$ cat src/rtl/pwm_rate_gen.sv
module pwm_rate_gen #(
  parameter int TAPS = 11,
  parameter int SELW = 4,
  parameter int DIVW = 8
)(
  input  logic            clk,
  input  logic            rst_n,
  input  logic [SELW-1:0] sel_a,
  input  logic [DIVW-1:0] div_a,
  input  logic [SELW-1:0] sel_b,
  input  logic [DIVW-1:0] div_b,
  output logic [TAPS-1:0] tap_en,
  output logic            rate_a_en,
  output logic            rate_b_en
);
  localparam int PW   = TAPS - 1;
  localparam int SELN = 1 << SELW;

  logic [PW-1:0]   pre_q;
  logic [SELN-1:0] tap_pad;
  logic [SELW-1:0] sel_in [2];
  logic [DIVW-1:0] div_in [2];
  logic [1:0]      rate;

  always_ff @(posedge clk)
    if (!rst_n) pre_q <= '0;
    else        pre_q <= pre_q + 1'b1;

  assign tap_en[0] = 1'b1;

  generate
    for (genvar k = 1; k < TAPS; k++) begin : g_tap
      assign tap_en[k] = &pre_q[k-1:0];
      if (k >= 2) begin : g_nest
        a_r1_tap_nested: assert property (@(posedge clk) disable iff (!rst_n)
          tap_en[k] |-> tap_en[k-1]);
      end
    end
  endgenerate

  a_r1_tap1_alternates: assert property (@(posedge clk) disable iff (!rst_n)
    tap_en[1] |=> !tap_en[1]);
  a_r1_top_tap_single: assert property (@(posedge clk) disable iff (!rst_n)
    tap_en[TAPS-1] |=> !tap_en[TAPS-1]);

  assign tap_pad   = SELN'(tap_en);
  assign sel_in[0] = sel_a;
  assign sel_in[1] = sel_b;
  assign div_in[0] = div_a;
  assign div_in[1] = div_b;
  assign rate_a_en = rate[0];
  assign rate_b_en = rate[1];

  generate
    for (genvar d = 0; d < 2; d++) begin : g_div
      logic [SELW-1:0] sel_q;
      logic [DIVW-1:0] div_q;
      logic [DIVW-1:0] cnt_q;
      logic            ok, chg, hit, wrap;

      assign ok   = (div_in[d] != '0) && (int'(sel_in[d]) < TAPS);
      assign chg  = (sel_in[d] != sel_q) || (div_in[d] != div_q);
      assign hit  = ok && !chg && tap_pad[sel_in[d]];
      assign wrap = (cnt_q == div_in[d] - 1'b1);

      always_ff @(posedge clk) begin
        if (!rst_n) begin
          sel_q <= '0;
          div_q <= '0;
          cnt_q <= '0;
        end else if (chg) begin
          sel_q <= sel_in[d];
          div_q <= div_in[d];
          cnt_q <= '0;
        end else if (!ok) begin
          cnt_q <= '0;
        end else if (hit) begin
          cnt_q <= wrap ? '0 : cnt_q + 1'b1;
        end
      end

      assign rate[d] = rst_n && hit && wrap;

      a_r9_pulse_on_tap: assert property (@(posedge clk) disable iff (!rst_n)
        rate[d] |-> tap_pad[sel_in[d]]);
      a_r6_zero_div_silent: assert property (@(posedge clk) disable iff (!rst_n)
        (div_in[d] == '0) |-> !rate[d]);
      a_r7_reserved_silent: assert property (@(posedge clk) disable iff (!rst_n)
        (int'(sel_in[d]) >= TAPS) |-> !rate[d]);
      a_r8_no_pulse_on_change: assert property (@(posedge clk) disable iff (!rst_n)
        (sel_in[d] != $past(sel_in[d]) || div_in[d] != $past(div_in[d])) |-> !rate[d]);
      a_r5_unit_div_follows: assert property (@(posedge clk) disable iff (!rst_n)
        ($past(rst_n) && $past(rst_n, 2) && div_in[d] == 1 && int'(sel_in[d]) < TAPS
         && $stable(sel_in[d]) && $stable(div_in[d]) && $past(sel_in[d]) == $past(sel_in[d], 2)
         && $past(div_in[d]) == $past(div_in[d], 2))
        |-> (rate[d] == tap_pad[sel_in[d]]));
    end
  endgenerate

  a_r2_reset_quiet: assert property (@(posedge clk)
    !rst_n |-> (!rate_a_en && !rate_b_en));
endmodule

$ cat config.mk
export PLATFORM = sky130hd
export DESIGN_NAME = pwm_rate_gen
export DESIGN_NICKNAME = d
export VERILOG_FILES = /design/src/rtl/pwm_rate_gen.sv
export SDC_FILE = /design/constraint.sdc
export NUM_CORES = 1
export LEC_CHECK = 0
export BUFFER_PORTS_ARGS = -buffer_cell sky130_fd_sc_hd__buf_2
export CAP_MARGIN = 30
export CORE_MARGIN = 1
export CORE_UTILIZATION = 55
export DETAILED_ROUTE_END_ITERATION = 12
export MAX_ROUTING_LAYER = met4
export PLACE_DENSITY = 0.87
export SKIP_CTS_REPAIR_TIMING = 1
export SLEW_MARGIN = 20
export SYNTH_ARGS = -nofsm -noshare
export SYNTH_HDL_FRONTEND = slang
export SYNTH_SLANG_ARGS = --single-unit
$ cat constraint.sdc
create_clock -name clk -period 3.32 [get_ports clk]
set_clock_uncertainty 0.05 [all_clocks]
set_input_delay 0.664 -clock clk [delete_from_list [all_inputs] [get_ports clk]]
set_output_delay 0.664 -clock clk [all_outputs]
set_load 0.02 [all_outputs]
# ---- Yosys cells after proc, flatten, opt, wreduce, memory -nomap -nowiden
# Index checks and enable logic that the tools add are counted.
dict set report totals {
  ff_bits 50
  wordCells 58
  inputBits 26
}
dict set report classes {
  order_cmp 4
  n_mux 6
  n_eq_ne 6
  n_bitwise 3
  add_sub_neg 5
  n_reduce_logical 27
}
# operator count
set ops {}
lappend ops {{adder 8 x 1 -> 8 bit, second input constant} 2}
lappend ops {{== test 8 bit} 2}
lappend ops {{two-way mux 8 bit} 2}
lappend ops {{!= test 8 bit} 2}
lappend ops {{nonzero test 8 bit} 2}
lappend ops {{subtractor 8 x 1 -> 8 bit, second input constant} 2}
lappend ops {{adder 10 x 1 -> 10 bit, second input constant} 1}
lappend ops {{logical AND 1 bit} 10}
lappend ops {{less-than comparator 4 x 5 -> 1 bit, second input constant} 2}
lappend ops {{AND reduction 10 bit} 1}
lappend ops {{AND reduction 9 bit} 1}
lappend ops {{binary-select mux 1 bit (select 4 bit)} 2}
lappend ops {{less-than comparator 4 bit, second input constant} 2}
lappend ops {{!= test 4 bit} 2}
lappend ops {{AND reduction 8 bit} 1}
lappend ops {{AND reduction 7 bit} 1}
lappend ops {{AND reduction 6 bit} 1}
lappend ops {{OR reduction 3 bit} 2}
lappend ops {{AND reduction 5 bit} 1}
lappend ops {{AND reduction 4 bit} 1}
lappend ops {{inverter 1 bit} 3}
lappend ops {{AND reduction 3 bit} 1}
lappend ops {{logical NOT 1 bit} 2}
lappend ops {{logical OR 1 bit} 2}
lappend ops {{2 further kinds} 3}

# ---- Logic depth before layout (Yosys ltp)
# Gate-level depths: netlist of the first run.
dict set report logic_depth {
  word_depth 7
  ltp_mapped 10
  depth_no_buf 10
}

# ---- Least setup slack after synthesis of the first run
# Ideal clock, no wire load.
dict set report synth_timing {
  kind {reg2out}
  from {register pre_q[0]}
  to {output rate_b_en}
  required_ps 2606
  slack_ps -314
  arrival_time_ps 2920
  path_stages_with_launch 10
  cell_sequence {dfxtp_1 > ha_1 > and3_1 > ha_1 > mux2i_1 > nand2_1 > a21boi_0 > or4b_1 > clkbuf_1 > nor4_2}
}
dict set report synth_between {
  elab_chain_cells 6
  elab_cells_between_ends 14
  cone_classes {mux (2); reduce/logical (12)}
}
# item line_no
set synth_rtl {}
lappend synth_rtl {{start, declared} 19} ;# logic [PW-1:0] pre_q;
lappend synth_rtl {{start signal, assigned} 27} ;# else pre_q <= pre_q + 1'b1;
lappend synth_rtl {{AND reduction 2 bit} 33} ;# assign tap_en[k] = &pre_q[k-1:0];
lappend synth_rtl {{net tap_en[2]} 12} ;# output logic [TAPS-1:0] tap_en,
lappend synth_rtl {{binary-select mux 1 bit (select 4 bit)} 63} ;# assign hit = ok && !chg && tap_pad[sel_in[d]];
lappend synth_rtl {{two-way mux 1 bit (implied by the code)} 63}
lappend synth_rtl {{logical AND 1 bit} 63}
lappend synth_rtl {{logical AND 1 bit (2 in series)} 82} ;# assign rate[d] = rst_n && hit && wrap;
lappend synth_rtl {{end, declared} 14} ;# output logic rate_b_en
# The timed path passes the listed nets, and every way through them passes these cells. The select of a mux whose other input is x is not followed.

# ---- Worst setup path in the final report of the first run
dict set report layout_timing {
  from {input sel_b[0]}
  to {output rate_b_en}
}
dict set report layout_between {
  elab_chain_cells 7
  elab_cells_between_ends 11
  cone_classes {order compare (1); eq/ne (1); mux (2); reduce/logical (7)}
}
# item line_no
set layout_rtl {}
lappend layout_rtl {{start, declared} 10} ;# input logic [SELW-1:0] sel_b,
lappend layout_rtl {{branches (longest 4 deep; another with less-than comparator 4 bit)} --}
lappend layout_rtl {{logical AND 1 bit (*)} 63}
lappend layout_rtl {{logical AND 1 bit (*) (2 in series)} 82}
# Mark *: on every way between the ends. The select of a mux whose other input is x is not followed.

==> impl_metrics.yaml, run 1 <==
critical_path:
  crit_top_cell: "buf_2"
  r2r_cells: 10
  timing.rr.start: "pre_q[0]"
  max_stage_delay_ns: 0.58
  critical_path_class: "input pin to output port"
  endpoint_kind: "output port"
  rrSetupSlack_ns: 0.81
  arrival_ns: 2.49
  cpMaxStageDelayCell: "or4b_4"
  r2r-end: "g_div[1].cnt_q[7]"
  start_kind: "input pin"
  cp.buffers_inverters: 2
  path_cells: "buf_2 -> xor2_1 -> nor4_1 -> nand4_1 -> or4b_4 -> nor4_4 -> buf_2"
  required_ns: 2.61
  critPathTopFamily: "simple AND/OR/NAND/NOR gates"
  crit_fanout: 9
timing:
  fin_ws_ns: 0.117
  timing.final.crit_share_pct: 96.5
  tightest_slew_ns: 0.790
  fmax_mhz: 312
  setup_tns_ns: 0
  relSlewSlack_pct: 47.2
  min_period_ns: 3.20
  finalHoldViolations: 0
  finalSetupViolCount: 0
  drv_slew: 0
clocking:
  cts_sinks: 50
  tritoncts: "yes"
  cts-buffers-inserted: 5
  htree_levels: 2
  clkTransAtPathRegs_ns: 0.09
  cts_max_path_buffers: 2
  root_buffer: "clkbuf_8"
  clk_latency_ns: 0.31
synthesis:
  syn-cell-area_um2: 3070
  synth.distinct_cells: 59
  synth_common_cells: "dfxtp_1, nor2_1, xnor2_1"
  synth-compound-area-share_pct: 13.1
  synth_top_area_share_pct: 32.6
  avgSynthCellArea_um2: 8.74
  synth-simple-area-share_pct: 30.8
  synth_most_common_cell: "dfxtp_1"
  synth_largest_area_cell: "dfxtp_1"
  synth_adder_area_share_pct: 4.08
  synth.ff_latch_count: 50
  yosys_warnings: 0
  synth_cells: 351
  synthArstFlopShare_pct: 0
  synth_flop_cell: "dfxtp_1"
  ys_seq_area_share_pct: 32.6
  synth-edff-count: 0
  syn_nets: 387
  synth_top_family_by_area: "simple AND/OR/NAND/NOR gates"
  synth_xor_area_share_pct: 13.1
  synth.area.top_cells: "dfxtp_1, xnor2_1, xor2_1"
  synth_mux_area_share_pct: 2.00
floorplanning:
  dieHeight_um: 76.7
  row_count: 26
  start_util_pct: 58.6
  die_area_um2: 5880
  num_io_pins: 39
  core_area_um2: 5240
  die_w_um: 76.7
final_layout:
  fin_nets: 423
  final_cells: 458
  n_antenna_cell: 0
  design_area_um2: 3470
  area_delta_synth_final_pct: 13.0
  fin_util_pct: 66.2
  drive_gt1_share_pct: 20.4
grt:
  grt_pass1_vias: 2671
  grt-ovfl-total: 0
  grt_use_total_pct: 25.3
  antenna_found_initial: 0
  grt_pass1_wl_um: 11700
  grt_max_degree: 24
place:
  dp.cells: 450
  placed_area_um2: 3330
  dp_hpwl_um: 5010
  gp_congestion: 0.884
  pre_cts_ws_ns: 0.102
  port_buffers: 37
routing:
  wl_per_cell_um: 15.1
  routed_wl_um: 6940
  drcViolationCount: 0
  drt_iter0_markers: 205
  vias: 2747
  ant_nets: 0
  dr.pass1.iters: 4
  viasPerCell: 6.00
power_and_ir_drop:
  p_leak_nw: 1.37
  power_density_nw_per_um2: 355
  peakVddDrop_uv: 206
worst_hold_path:
  hold_end: "g_div[0].cnt_q[1]"
  worstHoldStart: "g_div[0].cnt_q[1]"
  hold_path_depth: 2
  hp-class: "flop to flop"
run_status:
  status: "completed"
flow_run:
  drv_cap: 0
## sequential cells by signal, indices dropped and copies added (netlist names)
name	flops
g_div.cnt_q	16
g_div.div_q	16
pre_q	10
g_div.sel_q	8
## kinds of logic (layout without fill, tap and decap cells)
logic type,Yosys count,after routing
AO/OA/AOI/OAI,56,56
adder cells (fa/ha/maj),10,10
buffers and inverters,27,64
multiplexers,6,6
AND/OR/NAND/NOR,155,155
flip-flops,50,50
XOR/XNOR,46,46
other,1,1
## worst min-delay path: cells and delay by family (launching register included)
family	cells	cell delay, ns
flip-flops	1	0.36
AND/OR/NAND/NOR	1	0.07
AO/OA/AOI/OAI	1	0.05
## worst max-delay path by stage
stage	start	endpoint	slack [ns]	cells after the start
after floorplan	pre_q[0]	rate_b_en	0.02	9
after global placement	sel_b[0]	rate_b_en	0.13	7
after detailed placement	sel_b[0]	rate_b_en	0.10	7
after CTS	pre_q[1]	rate_b_en	-0.02	9
after global routing	pre_q[0]	rate_a_en	-0.01	11
final	sel_b[0]	rate_b_en	0.12	7
## cell usage in the layout, fill, tap and decap left out, types with 11 or more instances in the layout
cell      n
nor2_1   30
xor2_1   20
a31oi_1  11
nand2_1  16
and2_1   20
dfxtp_1  49
nand4_1  11
a21oi_1  17
buf_2    37
xnor2_1  26
## metrics by stage
step           hold WS [ns]  power, mW
6_report              0.477       1.23
2_1_floorplan         0.411      0.758
3_5_place_dp          0.450      0.810
5_1_grt               0.507       1.28
3_3_place_gp          0.439      0.804
4_1_cts               0.476       1.23
## layout make-up
class / instances / area [um^2]
Clock buffer: 7 / 76.3
Clock inverter: 1 / 30.0
Fill cell: 427 / 1770
Inverter: 10 / 37.5
Multi-Input combinational cell: 274 / 1980
Sequential cell: 50 / 1000
Tap cell: 70 / 87.6
Timing Repair Buffer: 46 / 253
## per-layer routing
layer	GRT usage, %	vias up	wire length (um)
li1	-	1329	-
met3	3.57	26	429
met2	42.4	103	3280
met1	30.5	1289	3040
met4	10.4	0	182
met5	-	-	0
## power breakdown
group / internal (mW) / total (mW) / switching, mW / leakage [nW]
clock network: 0.226 / 0.431 / 0.205 / 0.0524
logic: 0.0742 / 0.172 / 0.0981 / 0.910
registers: 0.618 / 0.629 / 0.0110 / 0.410
Power figures use the tool's default switching activity.
==> run 2, diff against run 1 <==
BUFFER_PORTS_ARGS = not set   (was -buffer_cell sky130_fd_sc_hd__buf_2)
DONT_BUFFER_PORTS = 1   (was not set)
PLACE_DENSITY = 0.81   (was 0.87)
==> impl_metrics.yaml, run 2 (synthesis results as in run 1) <==
power_and_ir_drop:
  power_density_nw_per_um2: 339
  internal-power_mw: 0.837
  swShare_pct: 25.5
  clockPowerShare_pct: 32.5
  combPwrFrac_pct: 11.6
  p_sw_mw: 0.287
  p_leak_nw: 1.24
  power_mw: 1.12
  pwr-share-seq_pct: 55.9
  peakVddDrop_uv: 260
routing:
  wl_per_cell_um: 15.8
  vias: 2527
  viasPerCell: 5.90
  drt_iter0_markers: 172
  dr.pass1.iters: 4
  routed_wl_um: 6760
  ant_nets: 0
  drcViolationCount: 0
final_layout:
  final_cell_mix: "dfxtp_1, nor2_1, xnor2_1, xor2_1, and2_1"
  area_delta_synth_final_pct: 8.12
  final_common_cell: "dfxtp_1"
  n_antenna_cell: 0
  fin_nets: 393
  drive_gt1_share_pct: 13.7
  top_regs: "g_div.cnt_q (16), g_div.div_q (16), pre_q (10)"
critical_path:
  arrival_ns: 2.45
  startpoint: "pre_q[1]"
  cp.depth: 9
  r2r-end: "g_div[1].cnt_q[3]"
  timing.rr.start: "pre_q[1]"
  crit_fanout: 6
  crit_top_cell: "buf_4"
  endpoint_kind: "output port"
  max_stage_delay_ns: 0.51
  path_cells: "ha_2 -> buf_4 -> ha_1 -> mux2i_1 -> a21oi_1 -> nor3_1 -> or4b_4 -> nor4_4 -> buf_4"
  critical_path_class: "flop to output port"
  r2r_cells: 10
  required_ns: 2.61
  rrSetupSlack_ns: 0.82
  start_kind: "flop"
  cpMaxStageDelayCell: "or4b_4"
  critPathTopFamily: "simple AND/OR/NAND/NOR gates"
  cp.buffers_inverters: 2
  endpoint: "rate_b_en"
timing:
  finalSetupViolCount: 0
  fmax_mhz: 316
  finalHoldViolations: 0
  min_period_ns: 3.17
  grt_setup_unrepaired: "false"
  timing.final.crit_share_pct: 95.4
  relSlewSlack_pct: 45.0
  tightest_slew_ns: 0.823
  drv_slew: 0
  setup_tns_ns: 0
floorplanning:
  die_area_um2: 5880
  row_count: 26
  dieHeight_um: 76.7
  core_area_um2: 5240
  die_w_um: 76.7
  start_util_pct: 58.6
  num_io_pins: 39
flow_run:
  drv_cap: 0
clocking:
  root_buffer: "clkbuf_8"
  cts_max_path_buffers: 2
  tritoncts: "yes"
  htree_levels: 2
  clk_latency_ns: 0.30
  clkTransAtPathRegs_ns: 0.09
  cts-buffers-inserted: 5
  cts_sinks: 50
worst_hold_path:
  hp-class: "input pin to flop"
grt:
  grt-ovfl-total: 0
  grt_max_degree: 24
  grt_pass1_wl_um: 11200
  antenna_found_initial: 0
  grt_use_total_pct: 24.1
  grt_pass1_vias: 2463
place:
  dp_hpwl_um: 4860
  port_buffers: 0
  gp_congestion: 0.877
run_status:
  status: "completed"
## run 2: worst min path at each step
stage | from | endpoint | slack, ns | depth (start not counted)
after global routing | rst_n | pre_q[4] | 0.40 | 1
after detailed placement | g_div[1].cnt_q[7] | g_div[1].cnt_q[7] | 0.44 | 2
after floorplan | pre_q[0] | pre_q[0] | 0.41 | 1
after CTS | sel_a[3] | g_div[0].sel_q[3] | 0.42 | 1
final | sel_a[3] | g_div[0].sel_q[3] | 0.42 | 1
after global placement | g_div[1].cnt_q[7] | g_div[1].cnt_q[7] | 0.43 | 2
## run 2: metal layers
metal	routed length, um	vias to the layer above	track usage [%]
li1	-	1270	-
met1	2980	1181	28.0
met2	3300	67	40.9
met3	396	9	5.60
met4	85	0	8.08
met5	0	-	-
## run 2: power by group through the flow
stage | clock (mW) | sequential [mW] | combinational (mW)
after floorplan | 0 | 0.641 | 0.118
after global placement | 0 | 0.641 | 0.123
after detailed placement | 0 | 0.642 | 0.126
after CTS | 0.375 | 0.628 | 0.128
after global routing | 0.406 | 0.630 | 0.143
final | 0.365 | 0.628 | 0.131
## run 2: layout make-up
| class | count | area [um^2] |
|---|---|---|
| Inverter | 10 | 37.5 |
| Sequential cell | 50 | 1000 |
| Clock inverter | 2 | 17.5 |
| Fill cell | 435 | 1920 |
| Timing Repair Buffer | 16 | 120 |
| Clock buffer | 6 | 72.6 |
| Multi-Input combinational cell | 274 | 1980 |
| Tap cell | 70 | 87.6 |
## run 2: per-stage QoR
| step | instance area (um^2) | std cells | hold slack (ns) | util [%] | setup WS [ns] |
|---|---|---|---|---|---|
| global placement | 3190 | 418 | 0.433 | 60.8 | 0.379 |
| floorplan | 3080 | 351 | 0.411 | - | 0.0172 |
| finish | 3320 | 428 | 0.424 | 63.3 | 0.151 |
| global route | 3320 | 428 | 0.402 | 63.3 | 0.00398 |
| CTS | 3280 | 426 | 0.416 | 62.5 | 0.0471 |
| detailed placement | 3190 | 418 | 0.443 | 60.8 | 0.281 |
